## src/rtl/bfu_pkg.sv

```systemverilog
package bfu_pkg;
   localparam int FN_BITS = 3;

   typedef enum logic [FN_BITS-1:0] {
      FN_ADD  = 3'd0,
      FN_DADD = 3'd1,
      FN_SUB  = 3'd2,
      FN_DSUB = 3'd3,
      FN_AND  = 3'd4,
      FN_OR   = 3'd5,
      FN_XOR  = 3'd6,
      FN_EQM  = 3'd7
   } fn_code_e;

   localparam int DIGIT_BITS = 4;
endpackage

```

## src/rtl/bfu_bin_arith.sv

```systemverilog
module bfu_bin_arith #(
   parameter int WIDTH        = 8,
   parameter bit SHARED_ADDER = 1'b1
) (
   input  logic [WIDTH-1:0] a_i,
   input  logic [WIDTH-1:0] b_i,
   input  logic             is_sub_i,
   output logic [WIDTH-1:0] y_o
);
   if (WIDTH < 1) begin : g_bad_width
      $error("bfu_bin_arith: WIDTH must be at least 1");
   end

   if (SHARED_ADDER) begin : g_shared
      // One carry chain: subtraction adds the inverted operand plus one.
      logic [WIDTH-1:0] b_mod;
      logic [WIDTH-1:0] cin_ext;
      assign b_mod   = b_i ^ {WIDTH{is_sub_i}};
      assign cin_ext = {{(WIDTH-1){1'b0}}, is_sub_i};
      assign y_o     = a_i + b_mod + cin_ext;
   end else begin : g_split
      // Two chains in parallel, chosen after the fact.
      logic [WIDTH-1:0] sum_w;
      logic [WIDTH-1:0] dif_w;
      assign sum_w = a_i + b_i;
      assign dif_w = a_i - b_i;
      assign y_o   = is_sub_i ? dif_w : sum_w;
   end
endmodule

```

## src/rtl/bfu_dec_arith.sv

```systemverilog
module bfu_dec_arith
   import bfu_pkg::*;
#(
   parameter int WIDTH = 8
) (
   input  logic [WIDTH-1:0] a_i,
   input  logic [WIDTH-1:0] b_i,
   input  logic             is_sub_i,
   output logic [WIDTH-1:0] y_o
);
   localparam int DIGITS = WIDTH / DIGIT_BITS;

   if ((WIDTH % DIGIT_BITS) != 0 || DIGITS < 1) begin : g_bad_width
      $error("bfu_dec_arith: WIDTH must be a non-zero multiple of 4");
   end

   // Carry (add) or borrow (sub) into each digit; the lowest digit takes none.
   logic [DIGITS-1:0] cy;
   assign cy[0] = 1'b0;

   for (genvar g = 0; g < DIGITS; g++) begin : g_digit
      logic [3:0] an;
      logic [3:0] bn;
      logic [4:0] raw_add;
      logic [4:0] raw_sub;
      logic       add_fix;
      logic       sub_fix;
      logic [3:0] sum_n;
      logic [3:0] dif_n;

      assign an      = a_i[g*DIGIT_BITS +: DIGIT_BITS];
      assign bn      = b_i[g*DIGIT_BITS +: DIGIT_BITS];
      assign raw_add = {1'b0, an} + {1'b0, bn} + {4'b0000, cy[g]};
      assign raw_sub = {1'b0, an} - {1'b0, bn} - {4'b0000, cy[g]};
      assign add_fix = raw_add > 5'd9;
      assign sub_fix = raw_sub[4];
      assign sum_n   = raw_add[3:0] + (add_fix ? 4'd6 : 4'd0);
      assign dif_n   = raw_sub[3:0] - (sub_fix ? 4'd6 : 4'd0);

      assign y_o[g*DIGIT_BITS +: DIGIT_BITS] = is_sub_i ? dif_n : sum_n;

      if (g < DIGITS - 1) begin : g_chain
         assign cy[g+1] = is_sub_i ? sub_fix : add_fix;
      end
   end
endmodule

```

## src/rtl/bfu_logic.sv

```systemverilog
module bfu_logic #(
   parameter int WIDTH = 8
) (
   input  logic [WIDTH-1:0] a_i,
   input  logic [WIDTH-1:0] b_i,
   output logic [WIDTH-1:0] and_o,
   output logic [WIDTH-1:0] or_o,
   output logic [WIDTH-1:0] xor_o,
   output logic [WIDTH-1:0] eqm_o
);
   logic differ;

   assign and_o  = a_i & b_i;
   assign or_o   = a_i | b_i;
   assign xor_o  = a_i ^ b_i;
   assign differ = |xor_o;
   assign eqm_o  = {WIDTH{differ}};
endmodule

```

## src/rtl/byte_fn_unit.sv

```systemverilog
module byte_fn_unit
   import bfu_pkg::*;
#(
   parameter int WIDTH        = 8,
   parameter bit SHARED_ADDER = 1'b1
) (
   input  logic [WIDTH-1:0]   op_a,
   input  logic [WIDTH-1:0]   op_b,
   input  logic [FN_BITS-1:0] fn_sel,
   output logic [WIDTH-1:0]   result
);
   if ((WIDTH % DIGIT_BITS) != 0 || WIDTH < DIGIT_BITS) begin : g_bad_width
      $error("byte_fn_unit: WIDTH must be a non-zero multiple of 4");
   end

   fn_code_e         code;
   logic             sub_mode;
   logic [WIDTH-1:0] bin_y;
   logic [WIDTH-1:0] dec_y;
   logic [WIDTH-1:0] and_y;
   logic [WIDTH-1:0] or_y;
   logic [WIDTH-1:0] xor_y;
   logic [WIDTH-1:0] eqm_y;

   assign code     = fn_code_e'(fn_sel);
   // Codes 2 and 3 subtract, codes 0 and 1 add.
   assign sub_mode = fn_sel[1];

   bfu_bin_arith #(
      .WIDTH        (WIDTH),
      .SHARED_ADDER (SHARED_ADDER)
   ) u_bin (
      .a_i      (op_a),
      .b_i      (op_b),
      .is_sub_i (sub_mode),
      .y_o      (bin_y)
   );

   bfu_dec_arith #(
      .WIDTH (WIDTH)
   ) u_dec (
      .a_i      (op_a),
      .b_i      (op_b),
      .is_sub_i (sub_mode),
      .y_o      (dec_y)
   );

   bfu_logic #(
      .WIDTH (WIDTH)
   ) u_logic (
      .a_i   (op_a),
      .b_i   (op_b),
      .and_o (and_y),
      .or_o  (or_y),
      .xor_o (xor_y),
      .eqm_o (eqm_y)
   );

   always_comb begin
      unique case (code)
         FN_ADD, FN_SUB:   result = bin_y;
         FN_DADD, FN_DSUB: result = dec_y;
         FN_AND:           result = and_y;
         FN_OR:            result = or_y;
         FN_XOR:           result = xor_y;
         FN_EQM:           result = eqm_y;
         default:          result = '0;
      endcase
   end
endmodule

```

## config.mk

```make
export PLATFORM = sky130hd
export DESIGN_NAME = byte_fn_unit
export DESIGN_NICKNAME = d
export VERILOG_FILES = /design/src/rtl/bfu_pkg.sv /design/src/rtl/bfu_bin_arith.sv /design/src/rtl/bfu_dec_arith.sv /design/src/rtl/bfu_logic.sv /design/src/rtl/byte_fn_unit.sv
export SDC_FILE = /design/constraint.sdc
export NUM_CORES = 1
export LEC_CHECK = 0
export BUFFER_PORTS_ARGS = -buffer_cell sky130_fd_sc_hd__buf_2
export CAP_MARGIN = 10
export CORE_MARGIN = 3
export CORE_UTILIZATION = 60
export DETAILED_ROUTE_END_ITERATION = 10
export PLACE_DENSITY = 0.83
export SYNTH_ARGS = -nofsm -noshare
export SYNTH_HDL_FRONTEND = slang
export SYNTH_SLANG_ARGS = --single-unit
export TNS_END_PERCENT = 50
```

## constraint.sdc

```tcl
create_clock -name vclk -period 6.01
set_input_delay 0.3005 -clock vclk [all_inputs]
set_output_delay 0.3005 -clock vclk [all_outputs]
set_load 0.02 [all_outputs]
```

Yosys cells after proc, flatten, opt, wreduce, memory -nomap -nowiden --
Index checks and enable logic that the tools add are counted.
Storage, ports and cells: register bits 0, input port bits 19, output and inout bits 8, logic and storage cells 37
Operators by class: add/sub/neg operators 12, order comparisons 2, equal/unequal tests 7, mux-type cells 8, bitwise logic cells 4, reductions and logical operators 4
Operators by type and width (count):
- case mux 8 bit (6 select lines) | 1
- bitwise XOR 8 bit | 2
- == test 3 bit (second input constant) | 4
- two-way mux 3 bit | 4
- adder 4 x 4 -> 5 bit | 2
- greater-than comparator 5 x 4 -> 1 bit (second input constant) | 2
- subtractor 4 x 4 -> 5 bit | 2
- adder 4 bit | 2
- adder 8 x 1 -> 8 bit | 1
- adder 8 bit | 1
- AND 8 bit | 1
- two-way mux 4 bit | 2
- OR 8 bit | 1
- OR reduction 8 bit | 1
- subtractor 4 bit | 2
- == test 3 x 2 -> 1 bit (second input constant) | 2
- adder 5 x 1 -> 5 bit | 1
- subtractor 5 x 1 -> 5 bit | 1
- OR reduction 2 bit | 2
- == test 3 x 1 -> 1 bit (second input constant) | 1
- logical NOT 3 bit | 1
- two-way mux 1 bit | 1

Depth between registers and ports, before layout --
Gate-level depths: netlist (run 1).
word-level depth 9, gate-level depth with buffers 23, mapped depth without buffers 23

Hierarchy --
Synthesis (run 1) repeated with hierarchy kept, for this count alone.
Second synthesis, totals: cell total of the unflattened synthesis 279, area total of the unflattened synthesis 2223.4 um^2
By module, submodules not included:
- bfu_dec_arith | instances 1, cells each 131, area each 1062.3 um^2, sequential area each 0.0 um^2
- byte_fn_unit | instances 1, cells each 50, area each 400.4 um^2, sequential area each 0.0 um^2
- bfu_bin_arith | instances 1, cells each 47, area each 394.1 um^2, sequential area each 0.0 um^2
- bfu_logic | instances 1, cells each 51, area each 366.6 um^2, sequential area each 0.0 um^2

Worst setup path after synthesis (run 1) --
Ideal clock, no wire load.
kind input to output, start input port op_b[1], end output port result[7], data arrival time 4.755 ns, required time 5.709 ns, setup slack 0.955 ns, stages 22, path buffers 1, cell sequence inv_1 > ha_1 > buf_2 > o311ai_0 > a221oi_1 > or3_1 > mux2i_1 > fa_1 > inv_1 > ha_1 > nor2_1 > fa_1 > nand2b_1 > a21oi_1 > xor2_1 > ha_1 > fa_1 > xor2_1 > nor4b_1 > o31a_1 > a31oi_1 > a211o_1
Between the ends: cells in the longest elaborated chain, start to end 9, elaborated cells on any way between the ends 18, those cells by class add/sub: 8; order compare: 2; mux: 5; bitwise: 2; reduce/logical: 1
Ends and longest elaborated chain:
- from (decl) | line byte_fn_unit.sv:8 | input logic [WIDTH-1:0] op_b,
- adder 4 x 4 -> 5 bit | line bfu_dec_arith.sv:33 | assign raw_add = {1'b0, an} + {1'b0, bn} + {4'b0000, cy[g]};
- greater-than comparator 5 x 4 -> 1 bit | line bfu_dec_arith.sv:35 | assign add_fix = raw_add > 5'd9;
- two-way mux 1 bit | line bfu_dec_arith.sv:43 | assign cy[g+1] = is_sub_i ? sub_fix : add_fix;
- adder 5 x 1 -> 5 bit | line bfu_dec_arith.sv:33
- greater-than comparator 5 x 4 -> 1 bit | line bfu_dec_arith.sv:35
- two-way mux 3 bit | line bfu_dec_arith.sv:37 | assign sum_n = raw_add[3:0] + (add_fix ? 4'd6 : 4'd0);
- adder 4 bit | line bfu_dec_arith.sv:37
- two-way mux 4 bit | line bfu_dec_arith.sv:40 | assign y_o[g*DIGIT_BITS +: DIGIT_BITS] = is_sub_i ? dif_n : sum_n;
- case mux 8 bit (6 select lines) (*) | line byte_fn_unit.sv:60 | unique case (code)
- to (decl) | line byte_fn_unit.sv:10 | output logic [WIDTH-1:0] result
Mark *: on every way between the ends. The rest lies on a longest branch, timed or not.

Worst setup path after layout (run 1) --
start input port op_a[1], end output port result[7]
Between the ends: cells in the longest elaborated chain, start to end 9, elaborated cells on any way between the ends 17, those cells by class add/sub: 8; order compare: 2; mux: 5; bitwise: 1; reduce/logical: 1
Ends and longest elaborated chain:
- from (decl) | line byte_fn_unit.sv:7 | input logic [WIDTH-1:0] op_a,
- adder 4 x 4 -> 5 bit | line bfu_dec_arith.sv:33
- greater-than comparator 5 x 4 -> 1 bit | line bfu_dec_arith.sv:35
- two-way mux 1 bit | line bfu_dec_arith.sv:43
- adder 5 x 1 -> 5 bit | line bfu_dec_arith.sv:33
- greater-than comparator 5 x 4 -> 1 bit | line bfu_dec_arith.sv:35
- two-way mux 3 bit | line bfu_dec_arith.sv:37
- adder 4 bit | line bfu_dec_arith.sv:37
- two-way mux 4 bit | line bfu_dec_arith.sv:40
- case mux 8 bit (6 select lines) (*) | line byte_fn_unit.sv:60
Marked as above.

==> run_results.csv, run 1 <==
group,metric,value,unit
worst_hold_path,min_from,"fn_sel[2]",
setup_path,path_buf_inv,4,
layout,layout.nets,343,
route,route.antenna.remaining_nets,0,
grt,grt-ovfl-total,0,
power,switchingPower,166,uW
layout,design.seq.count,0,
worst_hold_path,hold_path_class,"in -> out",
layout,drive_above_1_share,0.130,
grt,grt_use_met1,0.395,
floorplan,die_h,63.5,um
floorplan,std_cell_rows,20,
power,irDropWorstVdd,0.0838,mV
layout,multiInputGateArea,1800,um^2
grt,busiest_layer,"met1",
grt,grt_pass1_vias,1836,
synthesis,yosysSeqAreaShare,0,
synthesis,synth_fp_nets,325,
floorplan,core_area,3100,um^2
power,power.leakage,1.03,nW
timing,hold-worst-slack,1.16,ns
setup_path,cp_top_family,"adder cells",
route,dr_total_vias,1986,
route,drtIter0Drc,176,
clock_network,post_cts_buffers,0,
clock_network,cts_hold_buf,0,
synthesis,synth_cell_type_count,56,
placed_design,place_congestion,0.915,
route,wl_per_cell,15.4,um
grt,grt.met3_usage,0.0160,
floorplan,initial_utilization,0.640,
layout,layoutNonFillerInstCount,320,
power,p_comb_frac,1.000,
route,drt_pass1_iterations,5,
placed_design,io_buffers,27,
layout,ff_latch_area,0,um^2
timing,fmax,0.180,GHz
timing,period_minus_slack,5.55,ns
grt,grt_max_degree,29,
synthesis,yosysMostFrequentCell,"ha_1",
grt,globalRouteTotalUtil,0.256,
floorplan,die_area,4030,um^2
grt,grt_pass1_wl,8570,um
power,total_power,287,uW
timing,setup_tns,0,ns
floorplan,dieWidth,63.5,um
route,wirelength,4920,um
grt,grtUsageMet2,0.381,
placed_design,postPlaceCellArea,2120,um^2
flow_run,maxCapViolations,0,
synthesis,syn_inst,260,
setup_path,crit_arrival,5.25,ns
synthesis,yosys.area.top_type,"ha_1",
route,drc_errors,0,
synthesis,synth.area.top_cells,"ha_1 23%, fa_1 9.1%, inv_1 6.4%",
power,sw_frac_of_total,0.580,
placed_design,dp_cells,320,
synthesis,syn_avg_cell_area,7.63,um^2
synthesis,synth_top_area_frac,0.233,
route,detail_route.vias_per_cell,6.21,
setup_path,cp-startpoint,"op_a[1]",
placed_design,dp_worst_setup_slack,0.458,ns
synthesis,synth_top_cells_by_count,"37 x ha_1, 34 x inv_1, 18 x nand2_1, 15 x nor2_1, 13 x a21oi_1",
power,p_int,120,uW
layout,syn_to_final_growth,7.06,%
layout,fin_area,2120,um^2
setup_path,max_stage_delay,0.47,ns
setup_path,cp-start-kind,"input pin",
timing,final_hold_viol_count,0,
timing,maxSlewHeadroom,0.709,
placed_design,dp_hpwl,3920,um
setup_path,path_class,"in -> out",
setup_path,slowest_stage,"fa_1",
layout,nClkBuffers,0,
clock_network,cts-resized-gates,0,
synthesis,yosys_warnings,0,
setup_path,crit_required,5.71,ns
floorplan,pin_count,27,
run_status,outcome,"completed",
power,power_frac_seq,0,
timing,setup_ws,0.455,ns
timing,worst_pin_slew,0.425,ns
layout,fin_util,0.685,
power,clkPwrFrac,0,
grt,antenna_found_initial,0,
power,power_density,135,nW/um^2
timing,rsz0062_at_grt,"false",
timing,slew_violations,0,
setup_path,critical_path.cell_chain,"buf_2 -> inv_1 -> ha_1 -> o311ai_0 -> a221oi_1 -> or3_1 -> mux2i_1 -> fa_1 -> inv_1 -> ha_1 -> nor2_1 -> fa_1 -> nand2b_1 -> a21oi_1 -> xor2_1 -> ha_1 -> fa_1 -> xor2_1 -> nor4b_1 -> o31a_1 -> a31oi_1 -> a211o_1 -> buf_2",
timing,period_share,0.924,
timing,setup_viol,0,
layout,diodes,0,
layout,fillers,287,
setup_path,cp-end-kind,"primary output",
setup_path,path_max_fanout,12,
synthesis,syn-cell-area,1980,um^2
-- power by group through the flow --
stage / Sequential (mW) / Combinational, mW / Clock, mW
after global placement: 0 / 0.277 / 0
after detailed placement: 0 / 0.281 / 0
after CTS: 0 / 0.283 / 0
after floorplan: 0 / 0.209 / 0
after global routing: 0 / 0.319 / 0
final: 0 / 0.287 / 0
-- path summary, 6_finish.rpt --
path                  depth (start not counted)  slack (ns)         to
worst max-delay path                         23        0.46  result[7]
worst min-delay path                          3        1.16  result[4]
-- layout by cell type (no fill, tap or decap), types with 3 or more instances in the layout --
cell       n
a211o_1    3
a21o_1     3
a21oi_1   13
a22oi_1    4
a31oi_1    6
buf_2     27
fa_1       9
ha_1      37
inv_1     34
mux2_2     4
mux2i_1    4
nand2_1   18
nand2b_1   4
nand4_1    4
nor2_1    15
nor2b_1    4
o211ai_1   5
o21a_1     3
o21ai_0   12
or4_1      5
xnor2_1    8
xor2_1    12
-- routing by layer --
layer,wire length (um),share of wire
met5,0,0
met1,2370,0.48
met4,86,0.017
met3,336,0.068
met2,2130,0.43
-- final cells by class --
cell class | instances | area share
Inverter | 35 | 0.0618
Multi-Input combinational cell | 213 | 0.845
Tap cell | 44 | 0.0259
Timing Repair Buffer | 28 | 0.0671
-- logic make-up after synthesis --
group | Yosys count | share of synthesized area
XOR/XNOR | 21 | 0.0965
adder cells (fa/ha/maj) | 46 | 0.324
buffers and inverters | 47 | 0.0952
multiplexers | 8 | 0.0429
AO/OA/AOI/OAI | 75 | 0.276
AND/OR/NAND/NOR | 63 | 0.166
(Power assumes the default switching activity.)
==> run 2: changes to the inputs <==
- RECOVER_POWER: default -> 25
==> run_results.csv, run 2 (synthesis gave the netlist of run 1 again) <==
group,metric,value,unit
run_status,outcome,"completed",
timing,setup_tns,0,ns
power,power.leakage,1.02,nW
grt,grt_pass1_vias,1836,
floorplan,pin_count,27,
route,highest_layer,"met4",
layout,layout.nets,343,
worst_hold_path,hold_path_class,"in -> out",
route,drtIter0Drc,176,
layout,layoutNonFillerInstCount,320,
setup_path,cp-start-kind,"input pin",
layout,fin_util,0.684,
timing,setup_viol,0,
floorplan,std_cell_rows,20,
timing,rsz0062_at_grt,"false",
layout,design.seq.count,0,
timing,worst_pin_slew,0.431,ns
worst_hold_path,holdPathStages,3,
grt,grt-ovfl-total,0,
setup_path,crit_arrival,5.26,ns
placed_design,dp_worst_setup_slack,0.458,ns
route,wl_per_cell,15.4,um
route,wl_met3,328,um
timing,setup_ws,0.446,ns
timing,period_minus_slack,5.56,ns
layout,syn_to_final_growth,7.00,%
placed_design,io_buffers,27,
grt,globalRouteTotalUtil,0.256,
route,detail_route.vias_per_cell,6.20,
worst_hold_path,min_from,"fn_sel[2]",
setup_path,cp-end-kind,"primary output",
floorplan,die_area,4030,um^2
route,drc_errors,0,
placed_design,dp_cells,320,
layout,layout_common_cells,"37 x ha_1, 34 x inv_1, 26 x buf_2",
setup_path,crit_required,5.71,ns
floorplan,core_area,3100,um^2
power,irDropWorstVdd,0.0835,mV
route,wl_met1,2350,um
clock_network,cts-resized-gates,0,
setup_path,path_class,"in -> out",
grt,antenna_found_initial,0,
power,total_power,287,uW
floorplan,initial_utilization,0.640,
floorplan,die_h,63.5,um
timing,hold-worst-slack,1.15,ns
route,route.antenna.remaining_nets,0,
grt,grt_max_degree,29,
placed_design,dp_hpwl,3920,um
floorplan,dieWidth,63.5,um
worst_hold_path,min_to,"result[4]",
layout,ff_latch_area,0,um^2
layout,nClkBuffers,0,
route,wirelength,4920,um
clock_network,cts_hold_buf,0,
layout,fin_area,2120,um^2
layout,layout_commonest_cell,"ha_1",
timing,fmax,0.180,GHz
clock_network,post_cts_buffers,0,
route,drt_pass1_iterations,7,
timing,slew_violations,0,
layout,drive_above_1_share,0.127,
grt,grt_pass1_wl,8570,um
route,dr_total_vias,1983,
placed_design,place_congestion,0.915,
route,dr_wl_met2,2150,um
setup_path,path_max_fanout,12,
layout,diodes,0,
flow_run,maxCapViolations,0,
placed_design,postPlaceCellArea,2120,um^2
timing,final_hold_viol_count,0,
power,power_density,135,nW/um^2
timing,maxSlewHeadroom,0.706,
timing,period_share,0.926,
## run 2: cell types whose count changed in the layout (fill, tap and decap cells not counted)
cell | before | now
buf_2 | 27 | 26
clkbuf_1 | 0 | 1
## run 2: cell type report
cell class         count  area (um^2)
fillers              288          980
inverters             35          131
well taps             44         55.1
multi-input cells    213         1800
repair buffers        28          141
## run 2: worst max path at each step
stage / endpoint / slack (ns) / from / cells after the start
finish: result[7] / 0.45 / op_a[1] / 23
global route: result[7] / 0.02 / op_a[1] / 23
detailed placement: result[7] / 0.46 / op_a[1] / 23
global placement: result[7] / 0.53 / op_a[1] / 23
CTS: result[7] / 0.48 / op_a[1] / 23
floorplan: result[7] / 0.95 / op_b[1] / 22
## run 2: worst max-delay path: stages
cell and delay, ns:
buf_2 0.18, inv_1 0.07, ha_1 0.44, o311ai_0 0.39
a221oi_1 0.12, or3_1 0.43, mux2i_1 0.21, fa_1 0.46
inv_1 0.09, ha_1 0.16, nor2_1 0.06, fa_1 0.39
nand2b_1 0.09, a21oi_1 0.07, xor2_1 0.18, ha_1 0.23
fa_1 0.37, xor2_1 0.16, nor4b_1 0.24, o31a_1 0.15
a31oi_1 0.04, a211o_1 0.26, buf_2 0.15
## run 2: metal layers
layer  up-vias  global-route usage
met5         -                   0
met4         0              0.0593
met3         8              0.0160
met2        74               0.381
met1       936               0.395
li1        965                   -
## run 2: power breakdown
part | leakage, nW | internal, mW | switching, mW
Sequential | 0 | 0 | 0
Clock | 0 | 0 | 0
Combinational | 1.02 | 0.120 | 0.166
Total | 1.02 | 0.120 | 0.166
